**config.mk**
```make
export PLATFORM = sky130hd
export DESIGN_NAME = hsirq_bank
export DESIGN_NICKNAME = d
export VERILOG_FILES = /design/src/rtl/hsirq_pkg.sv /design/src/rtl/hsirq_status.sv /design/src/rtl/hsirq_line.sv /design/src/rtl/hsirq_h2s.sv /design/src/rtl/hsirq_bank.sv
export SDC_FILE = /design/constraint.sdc
export NUM_CORES = 1
export LEC_CHECK = 0
export BUFFER_PORTS_ARGS = -buffer_cell sky130_fd_sc_hd__buf_4
export CORE_UTILIZATION = 49
export DETAILED_ROUTE_END_ITERATION = 12
export PLACE_DENSITY = 0.81
export SLEW_MARGIN = 20
export SYNTH_ARGS = -nofsm -noshare
export SYNTH_HDL_FRONTEND = slang
export SYNTH_SLANG_ARGS = --single-unit
```
**constraint.sdc**
```tcl
create_clock -name clk -period 2.2 [get_ports clk]
set_input_delay 0.22 -clock clk [delete_from_list [all_inputs] [get_ports clk]]
set_output_delay 0.22 -clock clk [all_outputs]
set_load 0.005 [all_outputs]
```
**src/rtl/hsirq_pkg.sv**
```systemverilog
package hsirq_pkg;

    parameter int unsigned NSRC   = 8;
    parameter int unsigned ADDR_W = 12;
    parameter int unsigned DATA_W = 32;

    // Byte addresses seen by the host
    localparam logic [ADDR_W-1:0] A_STATUS = 12'h058;
    localparam logic [ADDR_W-1:0] A_CLEAR  = 12'h0D4;
    localparam logic [ADDR_W-1:0] A_ENABLE = 12'h0DC;
    localparam logic [ADDR_W-1:0] A_H2S    = 12'h08D;

    typedef enum logic [2:0] {
        SEL_NONE,
        SEL_STATUS,
        SEL_CLEAR,
        SEL_ENABLE,
        SEL_H2S
    } reg_sel_e;

    typedef struct packed {
        logic clr_we;
        logic ena_we;
        logic h2s_we;
    } wr_ctl_t;

    function automatic reg_sel_e decode(input logic [ADDR_W-1:0] a);
        case (a)
            A_STATUS: return SEL_STATUS;
            A_CLEAR:  return SEL_CLEAR;
            A_ENABLE: return SEL_ENABLE;
            A_H2S:    return SEL_H2S;
            default:  return SEL_NONE;
        endcase
    endfunction

    function automatic wr_ctl_t write_controls(input reg_sel_e sel, input logic wr);
        wr_ctl_t c;
        c.clr_we = wr && (sel == SEL_CLEAR);
        c.ena_we = wr && (sel == SEL_ENABLE);
        c.h2s_we = wr && (sel == SEL_H2S);
        return c;
    endfunction

endpackage

```
**src/rtl/hsirq_status.sv**
```systemverilog
module hsirq_status #(
    parameter int unsigned NSRC = 8
) (
    input  logic            clk,
    input  logic            rst,
    input  logic [NSRC-1:0] set_i,
    input  logic            clr_we,
    input  logic            ena_we,
    input  logic [NSRC-1:0] wdata,
    output logic [NSRC-1:0] st_o,
    output logic [NSRC-1:0] ena_o
);
    // One flop per source; a set in the same cycle overrides a clear.
    for (genvar i = 0; i < NSRC; i++) begin : g_src
        always_ff @(posedge clk) begin
            if (rst) begin
                st_o[i] <= 1'b0;
            end else if (set_i[i]) begin
                st_o[i] <= 1'b1;
            end else if (clr_we && wdata[i]) begin
                st_o[i] <= 1'b0;
            end
        end
    end

    always_ff @(posedge clk) begin
        if (rst) begin
            ena_o <= '0;
        end else if (ena_we) begin
            ena_o <= wdata;
        end
    end
endmodule

```
**src/rtl/hsirq_line.sv**
```systemverilog
module hsirq_line #(
    parameter int unsigned NSRC = 8
) (
    input  logic            clk,
    input  logic            rst,
    input  logic [NSRC-1:0] st,
    input  logic [NSRC-1:0] ena,
    output logic            irq_n
);
    logic pending;
    assign pending = |(st & ena);

    always_ff @(posedge clk) begin
        if (rst) begin
            irq_n <= 1'b1;
        end else begin
            irq_n <= ~pending;
        end
    end
endmodule

```
**src/rtl/hsirq_h2s.sv**
```systemverilog
module hsirq_h2s #(
    parameter int unsigned NSRC = 8
) (
    input  logic            clk,
    input  logic            rst,
    input  logic            we,
    input  logic [NSRC-1:0] wdata,
    output logic [NSRC-1:0] pulse_o
);
    // Holds written ones for one cycle, then clears itself.
    always_ff @(posedge clk) begin
        if (rst) begin
            pulse_o <= '0;
        end else if (we) begin
            pulse_o <= wdata;
        end else begin
            pulse_o <= '0;
        end
    end
endmodule

```
**src/rtl/hsirq_bank.sv**
```systemverilog
module hsirq_bank
    import hsirq_pkg::*;
#(
    parameter int unsigned NSRC   = hsirq_pkg::NSRC,
    parameter int unsigned DATA_W = hsirq_pkg::DATA_W
) (
    input  logic              clk,
    input  logic              rst,
    input  logic [ADDR_W-1:0] reg_addr,
    input  logic [NSRC-1:0]   reg_wdata,
    input  logic              reg_wr,
    output logic [DATA_W-1:0] reg_rdata,
    input  logic [NSRC-1:0]   set_pulse,
    output logic              s2h_irq_n,
    output logic [NSRC-1:0]   h2s_pulse
);
    reg_sel_e        sel;
    wr_ctl_t         ctl;
    logic [NSRC-1:0] st_q;
    logic [NSRC-1:0] ena_q;

    assign sel = decode(reg_addr);
    assign ctl = write_controls(sel, reg_wr);

    hsirq_status #(.NSRC(NSRC)) u_status (
        .clk    (clk),
        .rst    (rst),
        .set_i  (set_pulse),
        .clr_we (ctl.clr_we),
        .ena_we (ctl.ena_we),
        .wdata  (reg_wdata),
        .st_o   (st_q),
        .ena_o  (ena_q)
    );

    hsirq_line #(.NSRC(NSRC)) u_line (
        .clk   (clk),
        .rst   (rst),
        .st    (st_q),
        .ena   (ena_q),
        .irq_n (s2h_irq_n)
    );

    hsirq_h2s #(.NSRC(NSRC)) u_h2s (
        .clk     (clk),
        .rst     (rst),
        .we      (ctl.h2s_we),
        .wdata   (reg_wdata),
        .pulse_o (h2s_pulse)
    );

    always_comb begin
        reg_rdata = '0;
        case (sel)
            SEL_STATUS: reg_rdata[NSRC-1:0] = st_q;
            SEL_ENABLE: reg_rdata[NSRC-1:0] = ena_q;
            SEL_H2S:    reg_rdata[NSRC-1:0] = h2s_pulse;
            default:    reg_rdata = '0;
        endcase
    end
endmodule

```
==> impl_metrics.ini, run 1 <==
[run_status]
outcome = finished clean

[global_route]
use_met3_pct = 2.76
grt.total_usage_pct = 20.5
gr-usage-met1_pct = 26.1
grt_pass1_wl_um = 5240
grt_overflow = 0
grt_pass1_vias = 1208
grt.met2_usage_pct = 36.6
grt_antenna_before_repair = 0
grt_max_degree = 27
busiest_layer = met2

[floorplan]
start_util_pct = 52.1
core_um2 = 2780
dieArea_um2 = 3180
die_h_um = 56.4
io_pins = 72
fp-row-count = 19
fp.dieW_um = 56.4

[placed_design]
gp_congestion = 0.806
place_hpwl_um = 2510
dp_slack_ns = 0.412
port-buffer-count = 47

[synthesis]
netlist_instances = 164
synth_area_leaders = dfxtp_1 (35%), buf_4 (13%), nand2b_1 (6.9%)
synth_ff_type = dfxtp_1
synth_most_common_cell = buf_4
yosys_warnings = 0
avgSynthCellArea_um2 = 8.84
yosysTopAreaCell = dfxtp_1
syn-cell-area_um2 = 1450
synth-edff-count = 0
synth_cell_types = 26
seq_area_frac_synth_pct = 34.5
synth-seq-cells = 25
yosys.area.top_type_share_pct = 34.5
synthTopCellsByCount = buf_4 (26), dfxtp_1 (25), inv_1 (24), nand2b_1 (16), nor2_1 (10)
synthArstFlopShare_pct = 0

[route]
drtIter0Drc = 41
route.detailed.drc = 0
drt_wl_total_um = 3240
dr_total_vias = 1238
vias_per_cell = 5.18
dr.pass1.iters = 4
antenna_left = 0
routedWlPerCell_um = 13.6

[timing]
grt_setup_unrepaired = false
fin_crit_ns = 1.83
tightest_slew_ns = 0.573
fmax_ghz = 0.546
period_share_pct = 83.2
hold_violations = 0
drv_slew = 0
setup_tns_ns = 0
skew_ns = 0.00775
max-slew-margin-rel_pct = 61.3
post-route-worst-setup-slack_ns = 0.370
setup_viol = 0

[setup_path]
r2r-end = u_line.irq_n
r2r_slack_ns = 1.34
rr_startpoint = u_status.ena_o[5]
crit_arrival_ns = 1.61
crit_fanout = 8
start_kind = primary input
critical_path_class = primary input to output port
endpoint_kind = output port
rr_worst_depth = 2
crit_required_ns = 1.98

[hold_path]
whs_endpoint = u_status.st_o[2]
hold_class = primary input to flip-flop
hold_path_depth = 2
worstHoldStart = reg_wdata[2]

[power_and_ir_drop]
comb_power_share_pct = 13.6
clkPwrFrac_pct = 26.2
p_leak_nw = 0.781
swShare_pct = 24.8
p_sw_mw = 0.194
p_per_area_nw_per_um2 = 451
seq_power_share_pct = 60.3
ir_worst_vdd_mv = 0.406
p_int_mw = 0.589

[clocking]
clock_latency_ns = 0.31
htreeDepth = 1
clk_path_buf_depth = 2
cts_setup_buffers = 0
cts-resized-gates = 0
cts.hold.buffers_added = 0
cts.sinks = 25
clkSlewWorstSetupHoldPaths_ns = 0.14
cts_tree = yes
root_buffer = clkbuf_4
cts_buffers = 3

[final_layout]
diodes = 0
final_layout_size_suffix_gt1_share_pct = 26.4
layout.nets = 240
area_delta_synth_final_pct = 19.8
final_util_pct = 62.5
nFillCells = 260

[job]
drv_cap = 0
## critical path: stages
cell and delay, ns:
buf_4 0.11, nor4b_1 0.54, nand3_2 0.28, o221ai_1 0.29, buf_4 0.16
## power by group through the flow
stage / Clock, mW / Combinational [mW] / Sequential [mW]
after global routing: 0.222 / 0.118 / 0.474
after CTS: 0.210 / 0.106 / 0.472
final: 0.205 / 0.106 / 0.472
after floorplan: 0 / 0.0793 / 0.479
after detailed placement: 0 / 0.106 / 0.482
after global placement: 0 / 0.100 / 0.481
## registers in the layout, indices dropped and copies added, names as in the netlist
name / cells
u_line.irq_n: 1
u_status.ena_o: 8
u_status.st_o: 8
u_h2s.pulse_o: 8
## layer usage
metal	vias up	share of wire, %	wire (um)
li1	605	-	-
met1	579	41	1340
met2	50	53	1710
met3	4	5.2	167
met4	0	0.83	27
met5	-	0	0
## cell families (layout without fill, tap and decap cells)
family,count (synthesis),after routing,share of synthesized area (%)
AOI/OAI and AO/OA,21,21,12.4
other,1,24,0.259
muxes,8,8,5.52
and+or+nand+nor,54,54,25.6
DFF,25,25,34.5
buffers and inverters,55,76,21.7
## worst max path at each step
stage,from,end,cells past startpoint
2_1_floorplan,reg_addr[9],reg_rdata[0],4
3_3_place_gp,reg_addr[9],reg_rdata[6],5
3_5_place_dp,reg_addr[0],u_status.ena_o[7],4
4_1_cts,reg_addr[6],reg_rdata[1],5
5_1_grt,reg_addr[6],reg_rdata[6],5
6_report,reg_addr[6],reg_rdata[6],5
## final cells by class
type / count / area [um2] / share of cell area, %
multi-input combinational: 107 / 722 / 41.5
clock buffer: 4 / 26.3 / 1.51
tap: 31 / 38.8 / 2.23
inverter: 24 / 90.1 / 5.18
sequential: 25 / 500 / 28.8
timing repair buffer: 48 / 360 / 20.7
## cells in the final DEF, fill, tap and decap left out, drive strengths merged, types with 2 or more instances in the layout
master / count
buf: 48
dfxtp: 25
inv: 24
conb: 24
nand2b: 16
nor2: 10
nand4: 9
o221ai: 8
a311oi: 8
and2: 8
mux2i: 8
a22oi: 4
clkbuf: 4
and4: 3
and4bb: 2
nor4b: 2
## per-stage QoR
stage          power, mW  area (um2)  hold WS (ns)  cells
2_1_floorplan      0.558        1540         0.329    187
3_3_place_gp       0.582        1710         0.428    235
3_5_place_dp       0.588        1710         0.436    235
4_1_cts            0.787        1740        0.0937    239
5_1_grt            0.814        1740        0.0986    239
6_report           0.783        1740        0.0940    239
(Power assumes the default switching activity.)
==> inputs of run 2 (changes only) <==
--- a/config.mk
+++ b/config.mk
@@ -6,9 +6,9 @@
 export NUM_CORES = 1
 export LEC_CHECK = 0
 export BUFFER_PORTS_ARGS = -buffer_cell sky130_fd_sc_hd__buf_4
-export CORE_UTILIZATION = 49
+export CORE_UTILIZATION = 45
 export DETAILED_ROUTE_END_ITERATION = 12
-export PLACE_DENSITY = 0.81
+export PLACE_DENSITY = 0.75
 export SLEW_MARGIN = 20
 export SYNTH_ARGS = -nofsm -noshare
 export SYNTH_HDL_FRONTEND = slang
==> constraint.sdc (replaced) <==
create_clock -name clk -period 1.91 [get_ports clk]
set_input_delay 0.191 -clock clk [delete_from_list [all_inputs] [get_ports clk]]
set_output_delay 0.191 -clock clk [all_outputs]
set_load 0.005 [all_outputs]
==> run 2 against run 1 <==
Compared with the run above:
- routed wire length decreased by 6.1%
- non-clock buffer count increased by 3
- die area increased by 8.6%
- critical path depth unchanged
- clock-buffer cell count decreased by 1
- combinational power increased by 14%
- largest cell class unchanged
==> impl_metrics.ini, run 2 (synthesis results as in run 1) <==
[power_and_ir_drop]
p_leak_nw = 0.800
finalPower_mw = 0.906
p_per_area_nw_per_um2 = 509
ir_worst_vdd_mv = 0.220

[job]
drv_cap = 0

[route]
drt_wl_total_um = 3040
drtIter0Drc = 52
vias_per_cell = 4.80
dr.pass1.iters = 4
antenna_left = 0
route.detailed.drc = 0
dr_total_vias = 1225
routedWlPerCell_um = 11.9

[global_route]
grt_max_degree = 27
grt_pass1_wl_um = 4770
grt_pass1_vias = 1057
grt.total_usage_pct = 18.8
grt_overflow = 0
grt_antenna_before_repair = 0

[clocking]
root_buffer = clkbuf_4
clock_latency_ns = 0.33
cts_buffers = 3
cts_tree = yes
cts.sinks = 25
htreeDepth = 1
clk_path_buf_depth = 2
cts.hold.buffers_added = 0
clkSlewWorstSetupHoldPaths_ns = 0.14
cts-resized-gates = 0
cts_setup_buffers = 0

[timing]
hold_violations = 0
setup_tns_ns = 0
skew_ns = 0.00525
setup_viol = 0
post-route-worst-setup-slack_ns = 0.280
drv_slew = 0
fmax_ghz = 0.613
grt_setup_unrepaired = false
period_share_pct = 85.4
fin_crit_ns = 1.63
fin_hold_ws_ns = 0.0451

[floorplan]
start_util_pct = 47.5
die_h_um = 58.8
io_pins = 72
core_um2 = 3050
dieArea_um2 = 3450
fp.dieW_um = 58.8
fp-row-count = 20

[setup_path]
crit_arrival_ns = 1.44
start_kind = primary input
crit_required_ns = 1.72
critical_path_class = primary input to output port
crit_fanout = 8
endpoint_kind = output port

[placed_design]
dp_slack_ns = 0.251
place_hpwl_um = 2270
place_inst = 251
port-buffer-count = 47
placed_area_um2 = 1750
gp_congestion = 0.771

[final_layout]
area_delta_synth_final_pct = 22.6
final_util_pct = 58.2
diodes = 0
nFillCells = 303
layout.nets = 243
final-instance-count-excl-fill = 255
layout_commonest_cell = buf_4
design_area_um2 = 1780
largestRegisters = u_h2s.pulse_o: 8 flops, u_status.ena_o: 8 flops, u_status.st_o: 8 flops
layout_common_cells = buf_4 (51), dfxtp_1 (25), inv_1 (24), conb_1 (24), nand2b_1 (16)
final_layout_size_suffix_gt1_share_pct = 28.0

[hold_path]
hold_class = primary input to flip-flop

[run_status]
outcome = finished clean
[run 2: changes by cell type in the layout (fill, tap and decap cells not counted)]
cell | previous run | this run
buf_4 | 48 | 51
clkinv_2 | 0 | 1
clkbuf_1 | 1 | 0
[run 2: report_power, final]
group	internal, mW	total, mW	switching, mW
registers	0.534	0.544	0.0102
clock network	0.0787	0.241	0.163
logic	0.0635	0.121	0.0570
[run 2: final timing paths]
check / depth (start not counted) / to / start / slack (ns)
setup reg to reg: 2 / u_line.irq_n / u_status.st_o[4] / 1.08
hold reg to reg: 2 / u_status.ena_o[4] / u_status.ena_o[4] / 0.50
hold / removal: 2 / u_status.st_o[7] / reg_wdata[7] / 0.05
setup / recovery: 5 / reg_rdata[6] / reg_addr[6] / 0.28
[run 2: critical path, cell delays in order]
cell      delay, ns
buf_4          0.11
nor4b_1        0.45
nand3_2        0.26
o221ai_1       0.27
buf_4          0.15
[run 2: cell type report]
class,instances,area [um2],area share (%)
multi-input cells,107,722,40.6
flip-flops and latches,25,500,28.1
repair buffers,51,383,21.5
inverters,24,90.1,5.07
well taps,44,55.1,3.10
clock buffers,3,22.5,1.27
clock inverters,1,5.00,0.281
[run 2: per-layer routing]
| layer | global-route usage [%] | vias up | routed length, um |
|---|---|---|---|
| li1 | - | 617 | - |
| met1 | 23.2 | 565 | 1400 |
| met2 | 31.8 | 39 | 1450 |
| met3 | 3.96 | 4 | 151 |
| met4 | 7.82 | 0 | 42 |
| met5 | 0 | - | 0 |
